## src/rtl/adc_seq_pkg.sv

```systemverilog
package adc_seq_pkg;

  typedef enum logic {
    ST_IDLE = 1'b0,
    ST_BUSY = 1'b1
  } seq_state_e;

  // Next channel in rotation: first enabled index at (cur+k) mod nch, k = 1..nch.
  // Supports up to 8 channels; with a single enabled bit the search returns it.
  function automatic logic [7:0] rr_next(input logic [7:0] cur,
                                         input logic [7:0] mask,
                                         input int         nch);
    logic [7:0] res;
    int         pos;
    res = cur;
    for (int k = 8; k >= 1; k--) begin
      if (k <= nch) begin
        pos = (int'(cur) + k) % nch;
        if (mask[pos[2:0]]) res = 8'(pos);
      end
    end
    return res;
  endfunction

  // Start arbitration: continuous mode overrides single-shot requests.
  function automatic logic start_decide(input logic can_start,
                                        input logic once,
                                        input logic many,
                                        input logic is_paced,
                                        input logic tick);
    logic go;
    if (!can_start)    go = 1'b0;
    else if (many)     go = is_paced ? tick : 1'b1;
    else               go = once;
    return go;
  endfunction

endpackage

```

## src/rtl/adc_seq_arbiter.sv

```systemverilog
module adc_seq_arbiter (
  input  logic enable,
  input  logic idle,
  input  logic start_once,
  input  logic start_many,
  input  logic paced,
  input  logic pace_tick,
  output logic ready,
  output logic fire
);
  import adc_seq_pkg::*;

  always_comb begin
    ready = enable && idle;
    fire  = start_decide(ready, start_once, start_many, paced, pace_tick);
  end

endmodule

```

## src/rtl/adc_seq_chan_rotator.sv

```systemverilog
module adc_seq_chan_rotator #(
  parameter int NCH = 5,
  parameter int CW  = 3
) (
  input  logic           clk,
  input  logic           rst_n,
  input  logic [NCH-1:0] mask,
  input  logic           sel_wr,
  input  logic [CW-1:0]  sel_wdata,
  input  logic           advance,
  output logic [CW-1:0]  chan
);
  import adc_seq_pkg::*;

  logic [CW-1:0] chan_q;
  logic [7:0]    nxt_wide;
  logic [CW-1:0] chan_nxt;
  logic          rotate_on;

  always_comb begin
    rotate_on = |mask;
    nxt_wide  = rr_next(8'(chan_q), 8'(mask), NCH);
    chan_nxt  = nxt_wide[CW-1:0];
  end

  always_ff @(posedge clk or negedge rst_n) begin
    if (!rst_n)                      chan_q <= '0;
    else if (sel_wr)                 chan_q <= sel_wdata;
    else if (advance && rotate_on)   chan_q <= chan_nxt;
  end

  assign chan = chan_q;

endmodule

```

## src/rtl/adc_seq_result.sv

```systemverilog
module adc_seq_result #(
  parameter int RW = 12
) (
  input  logic          clk,
  input  logic          rst_n,
  input  logic          capture,
  input  logic [RW-1:0] data,
  input  logic          err,
  input  logic          err_clr,
  output logic [RW-1:0] result,
  output logic          err_live,
  output logic          err_sticky
);

  logic [RW-1:0] result_q;
  logic          live_q;
  logic          sticky_q;
  logic          set_ev;

  assign set_ev = capture && err;

  always_ff @(posedge clk or negedge rst_n) begin
    if (!rst_n) begin
      result_q <= '0;
      live_q   <= 1'b0;
    end else if (capture) begin
      result_q <= data;
      live_q   <= err;
    end
  end

  always_ff @(posedge clk or negedge rst_n) begin
    if (!rst_n)       sticky_q <= 1'b0;
    else if (set_ev)  sticky_q <= 1'b1;
    else if (err_clr) sticky_q <= 1'b0;
  end

  assign result     = result_q;
  assign err_live   = live_q;
  assign err_sticky = sticky_q;

endmodule

```

## src/rtl/adc_rr_sequencer.sv

```systemverilog
module adc_rr_sequencer #(
  parameter int NCH = 5,
  parameter int RW  = 12,
  localparam int CW = (NCH > 1) ? $clog2(NCH) : 1
) (
  input  logic           clk,
  input  logic           rst_n,
  input  logic           cfg_enable,
  input  logic [NCH-1:0] rr_mask,
  input  logic           sel_wr,
  input  logic [CW-1:0]  sel_wdata,
  input  logic           start_once,
  input  logic           start_many,
  input  logic           paced,
  input  logic           pace_tick,
  input  logic           conv_done,
  input  logic [RW-1:0]  conv_data,
  input  logic           conv_err,
  input  logic           err_clr,
  output logic           conv_start,
  output logic [CW-1:0]  chan_sel,
  output logic           ready,
  output logic [RW-1:0]  result,
  output logic           err_live,
  output logic           err_sticky
);
  import adc_seq_pkg::*;

  seq_state_e state_q;
  logic       idle;
  logic       start_fire;
  logic       done_ev;

  assign idle    = (state_q == ST_IDLE);
  assign done_ev = conv_done && !idle;

  always_ff @(posedge clk or negedge rst_n) begin
    if (!rst_n)          state_q <= ST_IDLE;
    else if (start_fire) state_q <= ST_BUSY;
    else if (done_ev)    state_q <= ST_IDLE;
  end

  adc_seq_arbiter u_arb (
    .enable     (cfg_enable),
    .idle       (idle),
    .start_once (start_once),
    .start_many (start_many),
    .paced      (paced),
    .pace_tick  (pace_tick),
    .ready      (ready),
    .fire       (start_fire)
  );

  adc_seq_chan_rotator #(.NCH(NCH), .CW(CW)) u_rot (
    .clk       (clk),
    .rst_n     (rst_n),
    .mask      (rr_mask),
    .sel_wr    (sel_wr),
    .sel_wdata (sel_wdata),
    .advance   (done_ev),
    .chan      (chan_sel)
  );

  adc_seq_result #(.RW(RW)) u_res (
    .clk        (clk),
    .rst_n      (rst_n),
    .capture    (done_ev),
    .data       (conv_data),
    .err        (conv_err),
    .err_clr    (err_clr),
    .result     (result),
    .err_live   (err_live),
    .err_sticky (err_sticky)
  );

  assign conv_start = start_fire;

endmodule

```

## config.mk

```make
export PLATFORM = sky130hd
export DESIGN_NAME = adc_rr_sequencer
export DESIGN_NICKNAME = d
export VERILOG_FILES = /design/src/rtl/adc_seq_pkg.sv /design/src/rtl/adc_seq_arbiter.sv /design/src/rtl/adc_seq_chan_rotator.sv /design/src/rtl/adc_seq_result.sv /design/src/rtl/adc_rr_sequencer.sv
export SDC_FILE = /design/constraint.sdc
export NUM_CORES = 1
export LEC_CHECK = 0
export BUFFER_PORTS_ARGS = -buffer_cell sky130_fd_sc_hd__buf_2
export CORE_MARGIN = 10
export CORE_UTILIZATION = 45
export CTS_BUF_LIST = sky130_fd_sc_hd__clkbuf_16
export DETAILED_ROUTE_END_ITERATION = 12
export PLACE_DENSITY = 0.74
export SETUP_SLACK_MARGIN = 0.1
export SLEW_MARGIN = 10
export SYNTH_ARGS = -nofsm -noshare
export SYNTH_HDL_FRONTEND = slang
export SYNTH_SLANG_ARGS = --single-unit
```

## constraint.sdc

```tcl
create_clock -name clk -period 10.65 [get_ports clk]
set_clock_uncertainty 0.15 [all_clocks]
set_input_delay 1.5975 -clock clk [delete_from_list [all_inputs] [get_ports clk]]
set_output_delay 1.5975 -clock clk [all_outputs]
set_load 0.05 [all_outputs]
```

==> summary.md, run 1 <==
| Metric | Value |
|---|---|
| Crit path DAT | 5.42 ns |
| Final Max Slew Viols | 0 |
| Area grow syn2layout | 12.3% |
| R2R Path End | u_rot.chan[2] |
| Largest net degree at the start of global routing | 22 |
| Die W | 96.1 um |
| Synth Area per Inst | 8.60 um^2 |
| Hold Path Depth | 2 |
| Number of distinct library cells after synthesis | 74 |
| Worst Setup End Kind | register |
| Top cells by count, synth | 27 x nand2_1, 24 x ha_1, 20 x mux2_2 |
| CTS tree | yes |
| Final period utilization | 51.1% |
| Setup crit start kind | register |
| Core area | 5570 um^2 |
| Post-CTS resize count | 0 |
| Largest area contributor in the netlist | dfrtp_1 |
| Status | finished, final reports clean |
| First-pass GRT wire length | 11.4 mm |
| Crit path cell chain | clkinv_1, ha_1, nand2_1, ha_1, or4_4, a21bo_2, a211oi_2, mux2_2, a22o_1, o32ai_1, mux2_2 |
| Vias in the first global route | 2,400 |
| Mapped Cells | 303 |
| DR WL/cell | 16.8 um |
| Synth Flop Type | dfrtp_1 |
| Placer Congestion | 0.868 |
| Dpl ws | 5.26 ns |
| Port Buffers | 49 |
| CP max stage cell | ha_1 |
| Clock sink count | 18 |
| Worst hold path endpoint | u_res.err_live |
| Final hold vios | 0 |
| Initial core utilization | 46.7% |
| CP Max Fanout | 19 |
| Via count | 2,470 |
| RSZ-0062 raised after global routing | no |
| Endpoints failing setup | 0 |
| DR vias/cell | 5.98 |
| Setup TNS | 0 ns |
| Layout cells sized above 1 | 26.7% |
| Pre-antenna DRT Iters | 4 |
| Total die area | 9230 um^2 |
| Worst-path clk slew | 0.05 ns |
| Setup slack on the worst flop-to-flop path | 5.21 ns |
| Most instantiated library cell after synthesis | nand2_1 |
| Cell row count | 27 |
| Setup CP Type | register to register |
| Min-delay src | u_res.err_live |
| Yosys reg bits | 18 |
| Synthesized area | 2600 um^2 |
| Clk_lat worst skew | 0.25 ns |
| Synth top area cells | dfrtp_1 17%, ha_1 12%, mux2_2 8.6%, mux2i_1 7.3%, nand2_1 3.9% |
| FF-to-FF path depth | 11 |
| Final Non-Filler Cells | 413 |
| Number of diodes | 0 |
| CTS Hold Bufs | 0 |
| Clock buffer depth | 2 |
| Total gr overflow | 0 |
| Antenna-violating nets left | 0 |
| Post-placement cell count | 409 |
| Max transition margin | 45.6% |
| Initial antenna violation count | 0 |
| Max incr delay on CP | 0.80 ns |
| Final WS setup | 5.21 ns |
| Synth warnings | 0 |
| Worst Path Required | 10.63 ns |
| CTS H-tree depth | 1 |
| HP Class | register to register |
| FFs w/ async S/R, synth | 100% |
| Io pins | 50 |
| DRC | 0 |
| Post-layout net count | 398 |
| Inserted Clock Buffers | 3 |
| Dpl hpwl | 5.37 mm |
| Root buf cell | clkbuf_16 |
| Die height | 96.1 um |
| Seq/Total Area, Yosys | 17.3% |
| Number of synthesized flops with an enable pin | 0 |
| Global Route Usage Sum | 14.9% |
| Yosys top cell area share | 17.3% |
| Crit Reg-Reg Startpoint | u_rot.chan[0] |
| Post-layout min period | 5.44 ns |
| Mapped Nets | 359 |
| Post-CTS setup buffers | 0 |
| Final WL | 6.93 mm |
| Initial detailed-routing violation count | 283 |
| Tightest Pin Transition | 0.810 ns |
| Max Freq | 0.184 GHz |
| # Max-Cap Violations | 0 |
==> metal layers <==
layer	share of wire, %	track usage, %	vias to the layer above
met5	0	0	-
met4	1.0	3.93	0
met3	11	5.37	6
met2	43	22.8	102
met1	44	19.5	1152
li1	-	-	1210
==> cells by family (layout without fill, tap and decap cells) <==
family | Yosys count | count (layout) | share of synthesized area, %
simple gates | 93 | 93 | 19.8
compound gates | 83 | 83 | 24.0
mux | 41 | 41 | 17.2
buf+inv | 36 | 74 | 6.72
fa+ha+maj | 25 | 25 | 12.3
flops | 18 | 18 | 17.3
xor+xnor | 7 | 7 | 2.64
==> metrics by stage <==
| step | instance area [um^2] | hold WS, ns | util [%] |
|---|---|---|---|
| detailed placement | 2850 | 0.316 | 51.1 |
| global placement | 2850 | 0.309 | 51.1 |
| floorplan | 2610 | 0.344 | - |
| global route | 2930 | 0.369 | 52.5 |
| CTS | 2930 | 0.332 | 52.5 |
| finish | 2930 | 0.330 | 52.5 |
==> cell usage in the layout (no fill, tap or decap), types with 3 or more instances in the layout <==
master	instances
a211oi_1	4
a21boi_0	4
a21oi_1	10
a221oi_1	4
a22o_1	3
a31oi_1	5
and2_1	3
and3_1	5
buf_2	49
clkbuf_16	3
dfrtp_1	18
ha_1	24
inv_1	19
mux2_2	20
mux2i_1	19
nand2_1	27
nand2b_1	4
nand3_1	5
nand4_1	7
nor2_1	11
nor2b_1	4
nor3_1	5
nor4_1	3
o211ai_1	4
o21a_1	3
o21ai_0	14
o21bai_1	3
or2_2	3
or3_1	3
or4_1	3
xnor2_1	4
==> flip-flops by register name, indices dropped and copies added, names as in the netlist <==
register,cells
u_res.err_sticky,1
u_res.result,12
u_rot.chan,3
state_q,1
u_res.err_live,1
==> area by class of cell <==
class	count	area [um^2]
sequential	18	450
fill	517	2650
timing repair buffer	50	253
tap	72	90.1
clock inverter	1	3.75
clock buffer	3	75.1
inverter	20	75.1
multi-input combinational	249	1980
==> critical path, delay by kind of cell (launching register included) <==
kind | cells | cell delay, ns
multiplexers | 2 | 0.79
buffers and inverters | 1 | 0.53
flip-flops | 1 | 0.71
AND/OR/NAND/NOR | 2 | 0.69
adder cells (fa/ha/maj) | 2 | 1.15
AO/OA/AOI/OAI | 4 | 1.32
==> worst max path at each step <==
stage / slack (ns) / from / end
finish: 5.21 / u_rot.chan[0] / u_rot.chan[2]
CTS: 5.25 / u_rot.chan[0] / u_rot.chan[2]
floorplan: 5.48 / cfg_enable / conv_start
global route: 4.80 / u_rot.chan[0] / u_rot.chan[2]
detailed placement: 5.26 / u_rot.chan[0] / u_rot.chan[2]
global placement: 5.39 / u_rot.chan[0] / u_rot.chan[2]
Power of run 1 is left out: the tool's default activity adds up to more than one toggle a clock period on the data nets, which glitch-free logic cannot reach.
==> inputs of run 2 (changes only) <==
- ABC_AREA: not set -> 1
- PLACE_DENSITY: 0.74 -> 0.75
- clock period: 10.65 -> 5.31 ns (I/O delays scaled with it)
==> run 2 against run 1 <==
- maximum frequency grew 37%
- critical path depth is 15 higher
- die area decreased by 7.9%
- global-route usage shrank 0.68 points
- via count is 3.8% lower
- critical path type unchanged
- critical endpoint is now u_rot.chan[1]
==> summary.md, run 2 <==
| Metric | Value |
|---|---|
| Status | finished, final reports clean |
| CP Max Fanout | 8 |
| Number of diodes | 0 |
| Mapped Cells | 369 |
| Max transition margin | 68.3% |
| Initial core utilization | 46.3% |
| Setup crit start kind | register |
| CTS Hold Bufs | 0 |
| Worst Setup End Kind | register |
| RSZ-0062 raised after global routing | no |
| Final WL | 5.97 mm |
| Most frequent cells in the layout | 125 x nand2_1, 49 x buf_2, 46 x inv_1, 42 x nand3_1, 24 x ha_1 |
| Most common cell after layout, fill and taps aside | nand2_1 |
| Synth Flop Type | dfrtp_1 |
| Post-CTS resize count | 0 |
| Max Freq | 0.252 GHz |
| Max FFs per register | 12 |
| Pre-antenna DRT Iters | 4 |
| Final Max Slew Viols | 0 |
| Mapped Nets | 425 |
| Layout cells sized above 1 | 26.1% |
| Final period utilization | 74.8% |
| Final hold vios | 0 |
| # Max-Cap Violations | 0 |
| HP Class | input pin to asynchronous set/reset pin |
| Post-route design area | 2740 um^2 |
| Inserted Clock Buffers | 3 |
| Total gr overflow | 0 |
| Post-layout net count | 475 |
| FF-to-FF path depth | 26 |
| Synthesized area | 2350 um^2 |
| Clk_lat worst skew | 0.24 ns |
| Seq/Total Area, Yosys | 19.2% |
| Dpl hpwl | 4.90 mm |
| Initial detailed-routing violation count | 108 |
| DP Area | 2660 um^2 |
| Die height | 92.2 um |
| Cell row count | 26 |
| CTS H-tree depth | 1 |
| Tightest Pin Transition | 0.474 ns |
| R2R Path End | u_rot.chan[1] |
| Setup TNS | 0 ns |
| Antenna-violating nets left | 0 |
| Yosys reg bits | 18 |
| Worst-path clk slew | 0.05 ns |
| First-pass GRT wire length | 10.4 mm |
| Hold slack | 0.322 ns |
| Port Buffers | 49 |
| DR vias/cell | 4.87 |
| DRC | 0 |
| Worst Path Required | 5.30 ns |
| Crit path DAT | 3.96 ns |
| Most instantiated library cell after synthesis | nand2_1 |
| Initial antenna violation count | 0 |
| Clock sink count | 18 |
| Crit Reg-Reg Startpoint | u_rot.chan[1] |
| Setup CP Type | register to register |
| Clock buffer depth | 2 |
| Root buf cell | clkbuf_16 |
| CTS tree | yes |
| DR WL/cell | 12.2 um |
| Endpoints failing setup | 0 |
| Yosys top cell area share | 20.0% |
| Global Route Usage Sum | 14.3% |
| Synth top area cells | nand2_1 20%, dfrtp_1 19%, ha_1 13%, nand3_1 9.0%, inv_1 7.4% |
| Setup slack on the worst flop-to-flop path | 1.34 ns |
| Post-layout min period | 3.97 ns |
| Io pins | 50 |
| Die W | 92.2 um |
| Number of synthesized flops with an enable pin | 0 |
| Post-CTS setup buffers | 0 |
| Synth Area per Inst | 6.36 um^2 |
| Core area | 5070 um^2 |
| Synth warnings | 0 |
| Placer Congestion | 0.924 |
| Post-placement cell count | 484 |
| Area grow syn2layout | 16.7% |
| Via count | 2,376 |
| Largest net degree at the start of global routing | 21 |
| Largest area contributor in the netlist | nand2_1 |
| FFs w/ async S/R, synth | 100% |
| Total die area | 8500 um^2 |
| Number of distinct library cells after synthesis | 32 |
| Final Non-Filler Cells | 488 |
| Vias in the first global route | 2,387 |
| Top cells by count, synth | 125 x nand2_1, 46 x inv_1, 42 x nand3_1 |
==> run 2: cell count changes in the layout (fill, tap and decap cells not counted), sizes merged, moves of 5 or more <==
cell	delta
nand2	+121
xnor2	-5
a21oi	-6
and3	-5
mux2	-21
nand3	+44
nor2	+12
a221oi	-5
mux2i	-19
a211oi	-6
inv	+34
==> run 2: layer usage <==
layer	vias to the layer above	wire length [um]	global-route usage, %	share of wire [%]
met4	0	117	4.63	2.0
met3	12	316	2.93	5.3
li1	1266	-	-	-
met2	57	2780	24.8	47
met5	-	0	0	0
met1	1041	2750	17.0	46
==> run 2: logic make-up (layout without fill, tap and decap cells) <==
| family | count (synthesis) | count (layout) | synth area share, % |
|---|---|---|---|
| AOI/OAI and AO/OA | 28 | 28 | 8.74 |
| xor gates and xnor gates | 3 | 3 | 1.12 |
| adders and majority gates | 25 | 25 | 13.6 |
| buffers and inverters | 59 | 108 | 9.97 |
| DFF | 18 | 18 | 19.2 |
| and+or+nand+nor | 236 | 236 | 47.3 |
==> run 2: layout make-up <==
| type | instances | area, um^2 |
|---|---|---|
| Inverter | 54 | 208 |
| Clock buffer | 3 | 75.1 |
| Sequential cell | 18 | 450 |
| Clock inverter | 1 | 3.75 |
| Timing Repair Buffer | 50 | 253 |
| Multi-Input combinational cell | 292 | 1660 |
| Tap cell | 70 | 87.6 |
| Fill cell | 510 | 2330 |
==> run 2: through the flow <==
stage               util [%]  setup slack [ns]
floorplan                  -              1.27
global placement        52.4              1.41
detailed placement      52.4              1.34
CTS                     54.0              1.33
global route            54.0             0.977
finish                  54.0              1.34
==> run 2: how the worst max path moves through the flow <==
stage	to	start	slack (ns)
finish	u_rot.chan[1]	u_rot.chan[1]	1.34
global route	u_rot.chan[1]	u_rot.chan[1]	0.98
CTS	u_rot.chan[1]	u_rot.chan[1]	1.33
detailed placement	u_rot.chan[1]	u_rot.chan[1]	1.34
global placement	u_rot.chan[1]	u_rot.chan[0]	1.41
floorplan	u_rot.chan[2]	u_rot.chan[0]	1.27
==> run 2: worst max-delay path, stage by stage (launching register included) <==
cell and delay, ns:
dfrtp_1 0.48, inv_1 0.23, ha_1 0.47, ha_1 0.26
nor2_1 0.11, nand2_2 0.08, nand2_1 0.11, xor2_1 0.28
ha_1 0.20, inv_1 0.05, or2_2 0.27, nand3_2 0.09
nand3_2 0.11, nand2_1 0.10, nand2_2 0.08, inv_2 0.07
nand2_1 0.05, nand3_1 0.07, nand2_1 0.05, nand2_1 0.07
nand2_1 0.05, nor2_1 0.09, nand2_1 0.06, nand2_2 0.11
nor2_1 0.05, nand2_1 0.07, nand2_1 0.04
Power of run 2 is left out for the same reason.
